[src/rtl/cas_pkg.sv]
package cas_pkg;
  typedef enum logic [2:0] {
    ST_IDLE,
    ST_CHK,
    ST_RD,
    ST_WR,
    ST_EVL,
    ST_FIN
  } cas_state_e;

  // Bit 0 is carry, bit 5 is overflow.
  typedef struct packed {
    logic ovf;
    logic sgn;
    logic zero;
    logic aux;
    logic par;
    logic carry;
  } cas_flags_t;

  localparam int FLAG_W = 6;
endpackage

[src/rtl/cas_lane_map.sv]
module cas_lane_map #(
  parameter int REG_W = 64
) (
  input  logic [1:0]                      size,
  input  logic                            pair,
  input  logic [$clog2(2*REG_W/8)-1:0]    ofs,
  input  logic [2*REG_W-1:0]              wr_op,
  input  logic [2*REG_W-1:0]              rdata,
  output logic [2*REG_W/8-1:0]            be,
  output logic [2*REG_W-1:0]              wdata,
  output logic [2*REG_W-1:0]              rd_op,
  output logic                            misalign
);
  localparam int BUS_W = 2 * REG_W;
  localparam int BUS_B = BUS_W / 8;
  localparam int OFS_W = $clog2(BUS_B);
  localparam int CNT_W = OFS_W + 1;

  logic [CNT_W-1:0] nbytes;
  logic [CNT_W-1:0] ofs_x;
  logic [BUS_W-1:0] opmask;

  assign ofs_x    = {1'b0, ofs};
  assign nbytes   = CNT_W'(1) << ({1'b0, size} + {2'b00, pair});
  assign misalign = (ofs_x & (nbytes - CNT_W'(1))) != '0;

  for (genvar i = 0; i < BUS_B; i++) begin : g_lane
    assign be[i] = (ofs_x <= CNT_W'(i)) && (CNT_W'(i) < ofs_x + nbytes);
    assign opmask[8*i +: 8] = (CNT_W'(i) < nbytes) ? 8'hFF : 8'h00;
  end

  assign wdata = (wr_op & opmask) << {ofs, 3'b000};
  assign rd_op = (rdata >> {ofs, 3'b000}) & opmask;
endmodule

[src/rtl/cas_cmp.sv]
module cas_cmp
  import cas_pkg::*;
#(
  parameter int REG_W = 64
) (
  input  logic [1:0]         size,
  input  logic               pair,
  input  logic [2*REG_W-1:0] acc_op,
  input  logic [2*REG_W-1:0] dst_op,
  output logic               equal,
  output cas_flags_t         flags
);
  localparam int NSZ = $clog2(REG_W / 8) + 1;

  cas_flags_t fl [NSZ];

  for (genvar k = 0; k < NSZ; k++) begin : g_width
    localparam int W = 8 << k;
    logic [W:0] diff;
    assign diff = {1'b0, acc_op[W-1:0]} - {1'b0, dst_op[W-1:0]};
    assign fl[k] = '{
      ovf:   (acc_op[W-1] ^ dst_op[W-1]) & (diff[W-1] ^ acc_op[W-1]),
      sgn:   diff[W-1],
      zero:  diff[W-1:0] == '0,
      aux:   acc_op[4] ^ dst_op[4] ^ diff[4],
      par:   ~^diff[7:0],
      carry: diff[W]
    };
  end

  assign equal = acc_op == dst_op;

  always_comb begin
    if (pair) begin
      flags      = '0;
      flags.zero = equal;
    end else begin
      flags = fl[size];
    end
  end
endmodule

[src/rtl/cas_seq.sv]
module cas_seq
  import cas_pkg::*;
#(
  parameter int ADDR_W = 32,
  parameter int REG_W  = 64
) (
  input  logic                  clk,
  input  logic                  rst_n,
  input  logic                  req_valid,
  output logic                  req_ready,
  input  logic [ADDR_W-1:0]     req_addr,
  input  logic [1:0]            req_size,
  input  logic                  req_pair,
  input  logic                  req_lock,
  input  logic                  req_reg_dst,
  input  logic [REG_W-1:0]      req_acc_hi,
  input  logic [REG_W-1:0]      req_acc_lo,
  input  logic [REG_W-1:0]      req_new_hi,
  input  logic [REG_W-1:0]      req_new_lo,
  input  logic [REG_W-1:0]      req_dst_val,
  output logic                  res_done,
  output logic                  res_success,
  output logic [REG_W-1:0]      res_acc_hi,
  output logic [REG_W-1:0]      res_acc_lo,
  output logic [REG_W-1:0]      res_dst_val,
  output logic [5:0]            res_flags,
  output logic                  res_fault_align,
  output logic                  res_fault_ud,
  output logic                  mem_req,
  output logic                  mem_we,
  output logic                  mem_lock,
  output logic [ADDR_W-1:0]     mem_addr,
  output logic [2*REG_W/8-1:0]  mem_be,
  output logic [2*REG_W-1:0]    mem_wdata,
  input  logic                  mem_ack,
  input  logic [2*REG_W-1:0]    mem_rdata
);
  localparam int BUS_W = 2 * REG_W;
  localparam int BUS_B = BUS_W / 8;
  localparam int OFS_W = $clog2(BUS_B);
  localparam int SH_W  = $clog2(BUS_W) + 1;
  localparam int HALF  = REG_W / 2;

  cas_state_e st, st_nx;

  logic [ADDR_W-1:0] addr_q;
  logic [1:0]        size_q;
  logic              pair_q, lock_q, regdst_q;
  logic [REG_W-1:0]  acc_hi_q, acc_lo_q, new_hi_q, new_lo_q, dst_q;
  logic              fault_al_q, fault_ud_q;
  logic [BUS_W-1:0]  rd_q;

  logic [SH_W-1:0]   nbits;
  logic [REG_W-1:0]  nmask;
  logic [BUS_W-1:0]  acc_op, new_op, wr_op, wdata_c, rd_ext;
  logic [REG_W-1:0]  rd_hi;
  logic              misalign, eq, ud_c, al_c, load_res, fault_any;
  cas_flags_t        flags_c;

  // Operand width and mask at the selected size.
  assign nbits = SH_W'(8) << size_q;
  assign nmask = ~({REG_W{1'b1}} << nbits);

  function automatic logic [BUS_W-1:0] pack_op(
    input logic pr, input logic s0,
    input logic [REG_W-1:0] hi, input logic [REG_W-1:0] lo,
    input logic [REG_W-1:0] m);
    if (!pr)     return {{REG_W{1'b0}}, lo & m};
    else if (s0) return {hi, lo};
    else         return {{REG_W{1'b0}}, hi[HALF-1:0], lo[HALF-1:0]};
  endfunction

  assign acc_op = pack_op(pair_q, size_q[0], acc_hi_q, acc_lo_q, nmask);
  assign new_op = pack_op(pair_q, size_q[0], new_hi_q, new_lo_q, nmask);
  assign wr_op  = eq ? new_op : rd_q;
  assign rd_hi  = size_q[0] ? rd_q[BUS_W-1:REG_W]
                            : {{HALF{1'b0}}, rd_q[REG_W-1:HALF]};

  cas_lane_map #(.REG_W(REG_W)) u_lane (
    .size     (size_q),
    .pair     (pair_q),
    .ofs      (addr_q[OFS_W-1:0]),
    .wr_op    (wr_op),
    .rdata    (mem_rdata),
    .be       (mem_be),
    .wdata    (wdata_c),
    .rd_op    (rd_ext),
    .misalign (misalign)
  );

  cas_cmp #(.REG_W(REG_W)) u_cmp (
    .size   (size_q),
    .pair   (pair_q),
    .acc_op (acc_op),
    .dst_op (rd_q),
    .equal  (eq),
    .flags  (flags_c)
  );

  // Fault decode; invalid-operation outranks alignment.
  assign ud_c = (regdst_q & lock_q) | (pair_q & ~size_q[1]) | (pair_q & regdst_q);
  assign al_c = ~ud_c & ~regdst_q & misalign;

  always_comb begin
    st_nx = st;
    unique case (st)
      ST_IDLE: if (req_valid) st_nx = ST_CHK;
      ST_CHK:  st_nx = (ud_c | al_c | regdst_q) ? ST_EVL : ST_RD;
      ST_RD:   if (mem_ack) st_nx = ST_WR;
      ST_WR:   if (mem_ack) st_nx = ST_FIN;
      ST_EVL:  st_nx = ST_FIN;
      ST_FIN:  st_nx = ST_IDLE;
      default: st_nx = ST_IDLE;
    endcase
  end

  assign req_ready = st == ST_IDLE;
  assign mem_req   = (st == ST_RD) || (st == ST_WR);
  assign mem_we    = st == ST_WR;
  assign mem_lock  = lock_q & mem_req;
  assign mem_addr  = {addr_q[ADDR_W-1:OFS_W], {OFS_W{1'b0}}};
  assign mem_wdata = (st == ST_WR) ? wdata_c : '0;
  assign res_done  = st == ST_FIN;

  assign load_res  = ((st == ST_WR) && mem_ack) || (st == ST_EVL);
  assign fault_any = fault_al_q | fault_ud_q;

  always_ff @(posedge clk) begin
    if (!rst_n) begin
      st              <= ST_IDLE;
      addr_q          <= '0;
      size_q          <= '0;
      pair_q          <= 1'b0;
      lock_q          <= 1'b0;
      regdst_q        <= 1'b0;
      acc_hi_q        <= '0;
      acc_lo_q        <= '0;
      new_hi_q        <= '0;
      new_lo_q        <= '0;
      dst_q           <= '0;
      fault_al_q      <= 1'b0;
      fault_ud_q      <= 1'b0;
      rd_q            <= '0;
      res_success     <= 1'b0;
      res_acc_hi      <= '0;
      res_acc_lo      <= '0;
      res_dst_val     <= '0;
      res_flags       <= '0;
      res_fault_align <= 1'b0;
      res_fault_ud    <= 1'b0;
    end else begin
      st <= st_nx;
      if (st == ST_IDLE && req_valid) begin
        addr_q   <= req_addr;
        size_q   <= req_size;
        pair_q   <= req_pair;
        lock_q   <= req_lock;
        regdst_q <= req_reg_dst;
        acc_hi_q <= req_acc_hi;
        acc_lo_q <= req_acc_lo;
        new_hi_q <= req_new_hi;
        new_lo_q <= req_new_lo;
        dst_q    <= req_dst_val;
      end
      if (st == ST_CHK) begin
        fault_al_q <= al_c;
        fault_ud_q <= ud_c;
        if (regdst_q) rd_q <= {{REG_W{1'b0}}, dst_q & nmask};
      end
      if (st == ST_RD && mem_ack) rd_q <= rd_ext;
      if (load_res) begin
        res_success     <= ~fault_any & eq;
        res_flags       <= fault_any ? '0 : flags_c;
        res_fault_align <= fault_al_q;
        res_fault_ud    <= fault_ud_q;
        if (!fault_any && !eq) begin
          res_acc_lo <= (acc_lo_q & ~nmask) | (rd_q[REG_W-1:0] & nmask);
          res_acc_hi <= pair_q ? ((acc_hi_q & ~nmask) | (rd_hi & nmask)) : acc_hi_q;
        end else begin
          res_acc_lo <= acc_lo_q;
          res_acc_hi <= acc_hi_q;
        end
        res_dst_val <= (!fault_any && eq && regdst_q)
                       ? ((dst_q & ~nmask) | (new_lo_q & nmask)) : dst_q;
      end
    end
  end
endmodule

[config.mk]
export PLATFORM = sky130hd
export DESIGN_NAME = cas_seq
export DESIGN_NICKNAME = d
export VERILOG_FILES = /design/src/rtl/cas_pkg.sv /design/src/rtl/cas_lane_map.sv /design/src/rtl/cas_cmp.sv /design/src/rtl/cas_seq.sv
export SDC_FILE = /design/constraint.sdc
export NUM_CORES = 2
export LEC_CHECK = 0
export BUFFER_PORTS_ARGS = -buffer_cell sky130_fd_sc_hd__clkbuf_2
export CORE_MARGIN = 5
export CORE_UTILIZATION = 40
export CTS_BUF_LIST = sky130_fd_sc_hd__clkbuf_8
export CTS_CLUSTER_DIAMETER = 150
export DETAILED_ROUTE_END_ITERATION = 16
export PLACE_DENSITY = 0.59
export SLEW_MARGIN = 30
export SYNTH_ARGS = -nofsm -noshare
export SYNTH_HDL_FRONTEND = slang
export SYNTH_HIERARCHICAL = 1
export SYNTH_SLANG_ARGS = --single-unit
[constraint.sdc]
create_clock -name clk -period 7.4 [get_ports clk]
set_clock_uncertainty 0.05 [all_clocks]
set_input_delay 1.48 -clock clk [delete_from_list [all_inputs] [get_ports clk]]
set_output_delay 1.48 -clock clk [all_outputs]
set_load 0.005 [all_outputs]
## Word-level counts from Yosys, hierarchy flattened

Index checks and enable logic that the tools add are counted.

- Register bits after elaboration: 691
- Input bits: 489
- Output and inout bits: 382
- Word-level logic and storage cells: 221

- Add/subtract/negate cells: 7
- Order comparisons: 49
- Equal/unequal tests: 9
- Shift-type cells: 5
- Mux-type cells: 40
- Bitwise operators: 50
- Reduce and logical (&&, ||, !) cells: 40

Operator list:

| cell | count |
|---|---|
| two-way mux 128 bit | 9 |
| bitwise AND 64 bit | 8 |
| two-way mux 64 bit | 5 |
| bitwise AND 128 bit | 2 |
| OR 64 bit | 3 |
| == test 128 bit | 1 |
| two-way mux 8 bit | 16 |
| inverter 64 bit | 2 |
| left shift 128 x 7 -> 128 bit | 1 |
| right shift 128 x 7 -> 128 bit | 1 |
| less-than comparator 4 x 5 -> 1 bit, first input constant | 16 |
| subtractor 64 x 64 -> 65 bit | 1 |
| zero test 64 bit | 1 |
| left shift 64 x 8 -> 64 bit, first input constant | 1 |
| less-than comparator 3 x 5 -> 1 bit, first input constant | 8 |
| subtractor 32 x 32 -> 33 bit | 1 |
| less-or-equal comparator 4 bit, second input constant | 8 |
| zero test 32 bit | 1 |
| XNOR reduction 8 bit | 4 |
| two-way mux 6 bit | 4 |
| logical AND 1 bit | 22 |
| less-than comparator 1 x 5 -> 1 bit, first input constant | 4 |
| less-than comparator 2 x 5 -> 1 bit, first input constant | 4 |
| subtractor 16 x 16 -> 17 bit | 1 |
| 33 further kinds | 76 |

## Logic depth before layout (Yosys ltp)

- Word-level depth: 13
- Mapped depth: 25
- Mapped depth without buffers: 19

## By module

The synthesis kept the hierarchy.

Modules (own cells, without submodules):

| module | times used | cells each | area an instance (µm²) | seq. area each (µm²) |
|---|---|---|---|---|
| cas_seq | 1 | 3997 | 31724.2 | 13833.3 |
| cas_lane_map | 1 | 1594 | 11240.8 | 0.0 |
| cas_cmp | 1 | 905 | 5915.7 | 0.0 |

## Worst setup path after synthesis

Ideal clock, no wire load.

- Path kind: reg2out
- Start: register pair_q
- End: output port mem_wdata[56]
- Arrival time: 5.324 ns
- Required time: 5.870 ns
- Path slack: 0.546 ns
- Cell stages (with the launch flop): 24
- Path buffers: 7
- Cells stage by stage: dfxtp_1 -> buf_2 -> nor2_1 -> nor2b_1 -> buf_2 -> buf_1 -> a22o_1 -> ha_1 -> buf_4 -> nand4_1 -> or3_1 -> or4_4 -> nor4b_2 -> nand4_1 -> inv_1 -> buf_2 -> clkbuf_1 -> clkbuf_1 -> a21oi_1 -> mux4_2 -> and3_1 -> a221oi_1 -> nor2_1 -> and3_1

- Elaborated cells between the ends (all ways): 41
- Classes of those cells: add/sub: 1; order compare: 16; eq/ne: 1; shift: 2; mux: 20; bitwise: 1

RTL lines:

| element | RTL line | source |
|---|---|---|
| start, declared | cas_seq.sv:48 | `logic pair_q, lock_q, regdst_q;` |
| start signal, assigned | cas_seq.sv:156 | `pair_q <= req_pair;` |
| two-way mux 128 bit | cas_seq.sv:68 | `if (!pr) return {{REG_W{1'b0}}, lo & m};` |
| net acc_op[41] | cas_seq.sv:55 | `logic [BUS_W-1:0] acc_op, new_op, wr_op, wdata_c, rd_ext;` |
| == test 128 bit | cas_cmp.sv:31 | `assign equal = acc_op == dst_op;` |
| net eq | cas_seq.sv:57 | `logic misalign, eq, ud_c, al_c, load_res, fault_any;` |
| two-way mux 128 bit | cas_seq.sv:75 | `assign wr_op = eq ? new_op : rd_q;` |
| net wr_op[32] | cas_seq.sv:55 |  |
| bitwise AND 128 bit | cas_lane_map.sv:32 | `assign wdata = (wr_op & opmask) << {ofs, 3'b000};` |
| left shift 128 x 7 -> 128 bit | cas_lane_map.sv:32 |  |
| net wdata_c[56] | cas_seq.sv:55 |  |
| two-way mux 128 bit | cas_seq.sv:122 | `assign mem_wdata = (st == ST_WR) ? wdata_c : '0;` |
| end, declared | cas_seq.sv:34 | `output logic [2*REG_W-1:0] mem_wdata,` |

The timed path passes the listed nets, and every way through them passes these cells.

## Worst setup path in the final report

- Start: register size_q[0]
- End: output port mem_wdata[113]

- Word-level cells in the longest chain between the ends: 10
- Elaborated cells between the ends (all ways): 48
- Classes of those cells: add/sub: 1; order compare: 16; eq/ne: 1; shift: 4; mux: 22; bitwise: 4

Ends and longest elaborated chain:

| element | RTL line | source |
|---|---|---|
| start, declared | cas_seq.sv:47 | `logic [1:0] size_q;` |
| start signal, assigned | cas_seq.sv:155 | `size_q <= req_size;` |
| left shift 4 x 2 -> 8 bit | cas_seq.sv:61 | `assign nbits = SH_W'(8) << size_q;` |
| left shift 64 x 8 -> 64 bit | cas_seq.sv:62 | `assign nmask = ~({REG_W{1'b1}} << nbits);` |
| inverter 64 bit | cas_seq.sv:62 |  |
| bitwise AND 64 bit | cas_seq.sv:68 |  |
| two-way mux 128 bit (*) | cas_seq.sv:68 |  |
| net acc_op[33] | cas_seq.sv:55 |  |
| == test 128 bit (*) | cas_cmp.sv:31 |  |
| net eq | cas_seq.sv:57 |  |
| two-way mux 128 bit (*) | cas_seq.sv:75 |  |
| net wr_op[81] | cas_seq.sv:55 |  |
| bitwise AND 128 bit (*) | cas_lane_map.sv:32 |  |
| left shift 128 x 7 -> 128 bit (*) | cas_lane_map.sv:32 |  |
| net wdata_c[113] | cas_seq.sv:55 |  |
| two-way mux 128 bit (*) | cas_seq.sv:122 |  |

The timed path passes the listed nets; every way through them passes the cells marked *.

==> run summary <==
The tool flagged a number of max-cap violations equal to 0. The count of unique library cells instantiated by Yosys is 119. Pin placement for this block handled 871 I/O pins.

In this run the most critical hold path is launched from res_fault_ud. The largest single stage delay on the critical path is 600 ps. Across the VDD grid, the largest voltage drop is 0.000180 V. For this run, the register share of the synthesized area comes to 28.3%. The floorplan step defined a die boundary enclosing 129000 µm². The logs give 234000 µm for the detailed placement HPWL and 5.58 mW for the net switching power.

The power density normalized to cell area came out at 221 nW/µm². The count of nets left with antenna violations once routing finished came out at 0. For the final worst setup slack, the log shows -182 ps. The TritonCTS buffer count is 120. The run gives 26.7 nW as the leakage power. The run finished, with violations left.

Traced cell by cell, the critical path runs through nor2b_4, buf_12, a22o_1, ha_4, nand4_1, or3_4, or4_4, nor4b_4, nand4_1, bufinv_8, buf_12, buf_8, buf_12, buf_12, o22ai_4, mux2_4, nand2_2, nor2_1, nor4_1, a221oi_2, and3_1, clkbuf_2. The worst setup path is of the reg -> out kind. Of the available clock period, the critical path in the final layout requires 102%. The tools report the CTS sink count as 691. The clock period minus final worst setup slack came out at 7580 ps. For this run, the detailed router's first-pass iteration total came to 9. The endpoint identified for the worst register-to-register timing path is res_dst_val[24]. The cell family contributing the most delay on the critical path is simple AND/OR/NAND/NOR gates. At the end of the flow the core is filled with cells to 50.2%. The later pin in the worst-skew pair is clocked with a latency of 880 ps.

The first routing iteration left 7756 violations. Once the floorplan was initialized, standard cells occupied 40.2% of the core. For hold timing, the worst endpoint is res_fault_ud. The number of enable-type register cells in the synthesized netlist was 0; the average wire per cell in the routed design was 33.2 µm. The chip width came out at 360 µm. The logs give 6 for the warning count from the yosys run and 43.5% for the global router's overall resource usage. Cell at the slowest stage of the critical path: sky130_fd_sc_hd__nor4_1. The run gives 53160 as the number of global-route vias before repair. The remaining global-route overflow is 0, and the share of flip-flops with an asynchronous set or reset after synthesis is 0%.

The tools report the maximum root-to-sink buffer count as 3. Excluding fillers, the count of instances in the completed layout stands at 9076. First-pass GRT wire length: 410000 µm.

Registers are responsible for 32.6% of the overall power. At the worst endpoint, the arrival time is 6050 ps. In this run the mean area of a mapped cell was 7.52 µm².

Clock tree synthesis selected as its root buffer the cell sky130_fd_sc_hd__clkbuf_8. The congestion estimate from routability-driven global placement came to 1.11. The run gives 223 as the maximum number of pins on one net before global-route repair.

The tools report the initial antenna violation count as 44. The cell area after layout is 61100 µm², and the depth of the most critical reg-to-reg path is 19. Static timing analysis puts the maximum clock frequency at 0.132 GHz. Leaving out fill and tap cells, the most frequent cells in the layout are 1194 x sky130_fd_sc_hd__nand2_1, 857 x sky130_fd_sc_hd__clkbuf_2, 683 x sky130_fd_sc_hd__dfxtp_1, 398 x sky130_fd_sc_hd__a21oi_1, 382 x sky130_fd_sc_hd__buf_4. The worst register-to-register path has a setup slack of 1340 ps.

The most frequent standard cell in the layout excluding fill and tap cells was sky130_fd_sc_hd__nand2_1. At the worst endpoint, the required time is 5870 ps. The height of the die was 360 µm. The number of storage elements in the synthesis netlist is 691, and the worst slack after detailed placement is 260 ps. Floorplan row count: 128. Setup violations remaining at the end of the flow were counted as 43. The vias after detailed routing was 57191; the floorplan core area was 122000 µm². The number of placed instances, taps included, is 8746. Endpoint class of the critical path: an output port. The top flip-flop cell by instance count after synthesis was sky130_fd_sc_hd__dfxtp_1.

The critical register-to-register path startpoint was size_q[0]. The final layout contains 7894 nets. The H-tree was split into 3 levels. Setup repair after global routing could not meet its margin everywhere. Of the total power, the clock network draws 28.9%. The number of remaining DRC errors came out at 0. The wire length reported by the detailed router came out at 301000 µm. For the pin with the worst max-slew slack, the measured transition is 1170 ps.

The share of total power in combinational logic came out at 38.5%. Number of vias per cell: 6.30. After technology mapping, the gate count stands at 6496. The checks that failed: setup timing.

After routing, the total negative slack on setup checks comes to -2770 ps. TritonCTS built the clock tree. In the final layout, the share of cells above drive strength 1 is 27.0%.

The run gives 55600 µm² as the total cell area at the placement stage. The tightest min-delay check is of the reg -> reg type. The number of buffer cells added on primary ports was 866. The number of slew-limit violations in the final report came out at 0. The run gives 0 as the final-report hold violation count. STA classifies the critical path startpoint as a flop. Internal power comes to 7.91 mW. The tools report the netlist area before placement as 48900 µm². The run gives 21.2% as the worst relative slew slack.

Together, buffers and inverters on the worst path number 7. The switching part of the total works out to 41.4%. The cell that appears most often on the critical path is sky130_fd_sc_hd__buf_12. The area growth from synthesis to layout is 24.9%. The number of stages on the worst hold path was 2; the post-CTS clock slew at the launch and capture registers of the worst setup and hold paths was 60 ps.

Along the worst path, the maximum fanout reaches 14.
==> worst max path at each step <==
stage / cells past startpoint / startpoint / to / slack, ps
after CTS: 22 / pair_q / mem_wdata[102] / -70
after floorplan: 23 / pair_q / mem_wdata[56] / 550
after detailed placement: 23 / pair_q / mem_wdata[94] / 260
final: 22 / size_q[0] / mem_wdata[113] / -180
after global routing: 23 / size_q[1] / mem_wdata[126] / -210
after global placement: 23 / pair_q / mem_wdata[94] / 330
==> routing by layer <==
metal	track usage (%)	vias to the layer above	part of all wire [%]
met5	0	-	0.048
met4	29.5	22	8.3
met3	9.94	866	9.9
met2	66.3	3677	43
met1	55.0	27852	39
li1	-	24774	-
==> tightest hold or removal path, delay by kind of cell, from the launching register on <==
kind,cells,cell delay (ps)
AND/OR/NAND/NOR,1,50
flip-flops,1,310
AO/OA/AOI/OAI,1,50
==> power by group through the flow <==
stage | logic [mW] | registers (mW) | clock network, mW
after global placement | 4.78 | 4.46 | 0
after global routing | 5.39 | 4.41 | 4.10
final | 5.19 | 4.40 | 3.89
after CTS | 4.92 | 4.38 | 3.92
after detailed placement | 4.77 | 4.45 | 0
after floorplan | 2.87 | 4.24 | 0
==> repair_timing <==
action                                  in CTS  in global routing
pin swaps                                   41                 69
gates cloned                                 6                  2
endpoints found under the hold margin        0                  0
buffers inserted                            46                 34
hold buffers                                 0                  0
resized for setup                          211                201
endpoints found under the setup margin     116                109
==> area by class of cell <==
class | count | area [µm²]
Antenna cell | 28 | 70.1
Clock buffer | 156 | 2150
Clock inverter | 64 | 500
Fill cell | 12268 | 60500
Inverter | 185 | 709
Multi-Input combinational cell | 4983 | 33000
Sequential cell | 691 | 13900
Tap cell | 1625 | 2030
Timing Repair Buffer | 1343 | 8730
Timing Repair inverter | 1 | 11.3
==> sequential cells by signal, summed over array words and instances, names as in the netlist, 2 cells and up <==
register     count
acc_hi_q        64
acc_lo_q        64
addr_q          32
dst_q           64
new_hi_q        64
new_lo_q        64
rd_q           128
res_acc_hi      64
res_acc_lo      64
res_dst_val     64
res_flags        6
size_q           2
st               3
==> cells in the mapped netlist (all sizes together), types with 144 or more instances <==
cell type / number / area [µm²]
dfxtp: 691 / 13800
a21boi: 385 / 2890
inv: 183 / 687
a22oi: 144 / 1080
and3: 258 / 1620
o21ai: 321 / 1610
a21oi: 462 / 2380
nor2: 308 / 1180
mux2i: 334 / 3340
nand2: 1218 / 4580
buf: 309 / 1860
clkbuf: 332 / 1250
nand3: 220 / 1100
==> cell families after synthesis <==
kind of cell    Yosys count  share of synthesized area (%)
compound gates         1926                           26.6
xor+xnor                106                           1.90
fa+ha+maj                80                           2.08
buf+inv                 826                           7.79
flops                   691                           28.3
mux                     461                           10.7
other cells               1                        0.00767
simple gates           2405                           22.6
==> per-stage QoR <==
step | hold slack, ps | power [mW]
floorplan | 385 | 7.11
global placement | 390 | 9.23
detailed placement | 396 | 9.22
CTS | 404 | 13.2
global route | 414 | 13.9
finish | 401 | 13.5
Note: power is estimated with default switching activity, not from simulation.
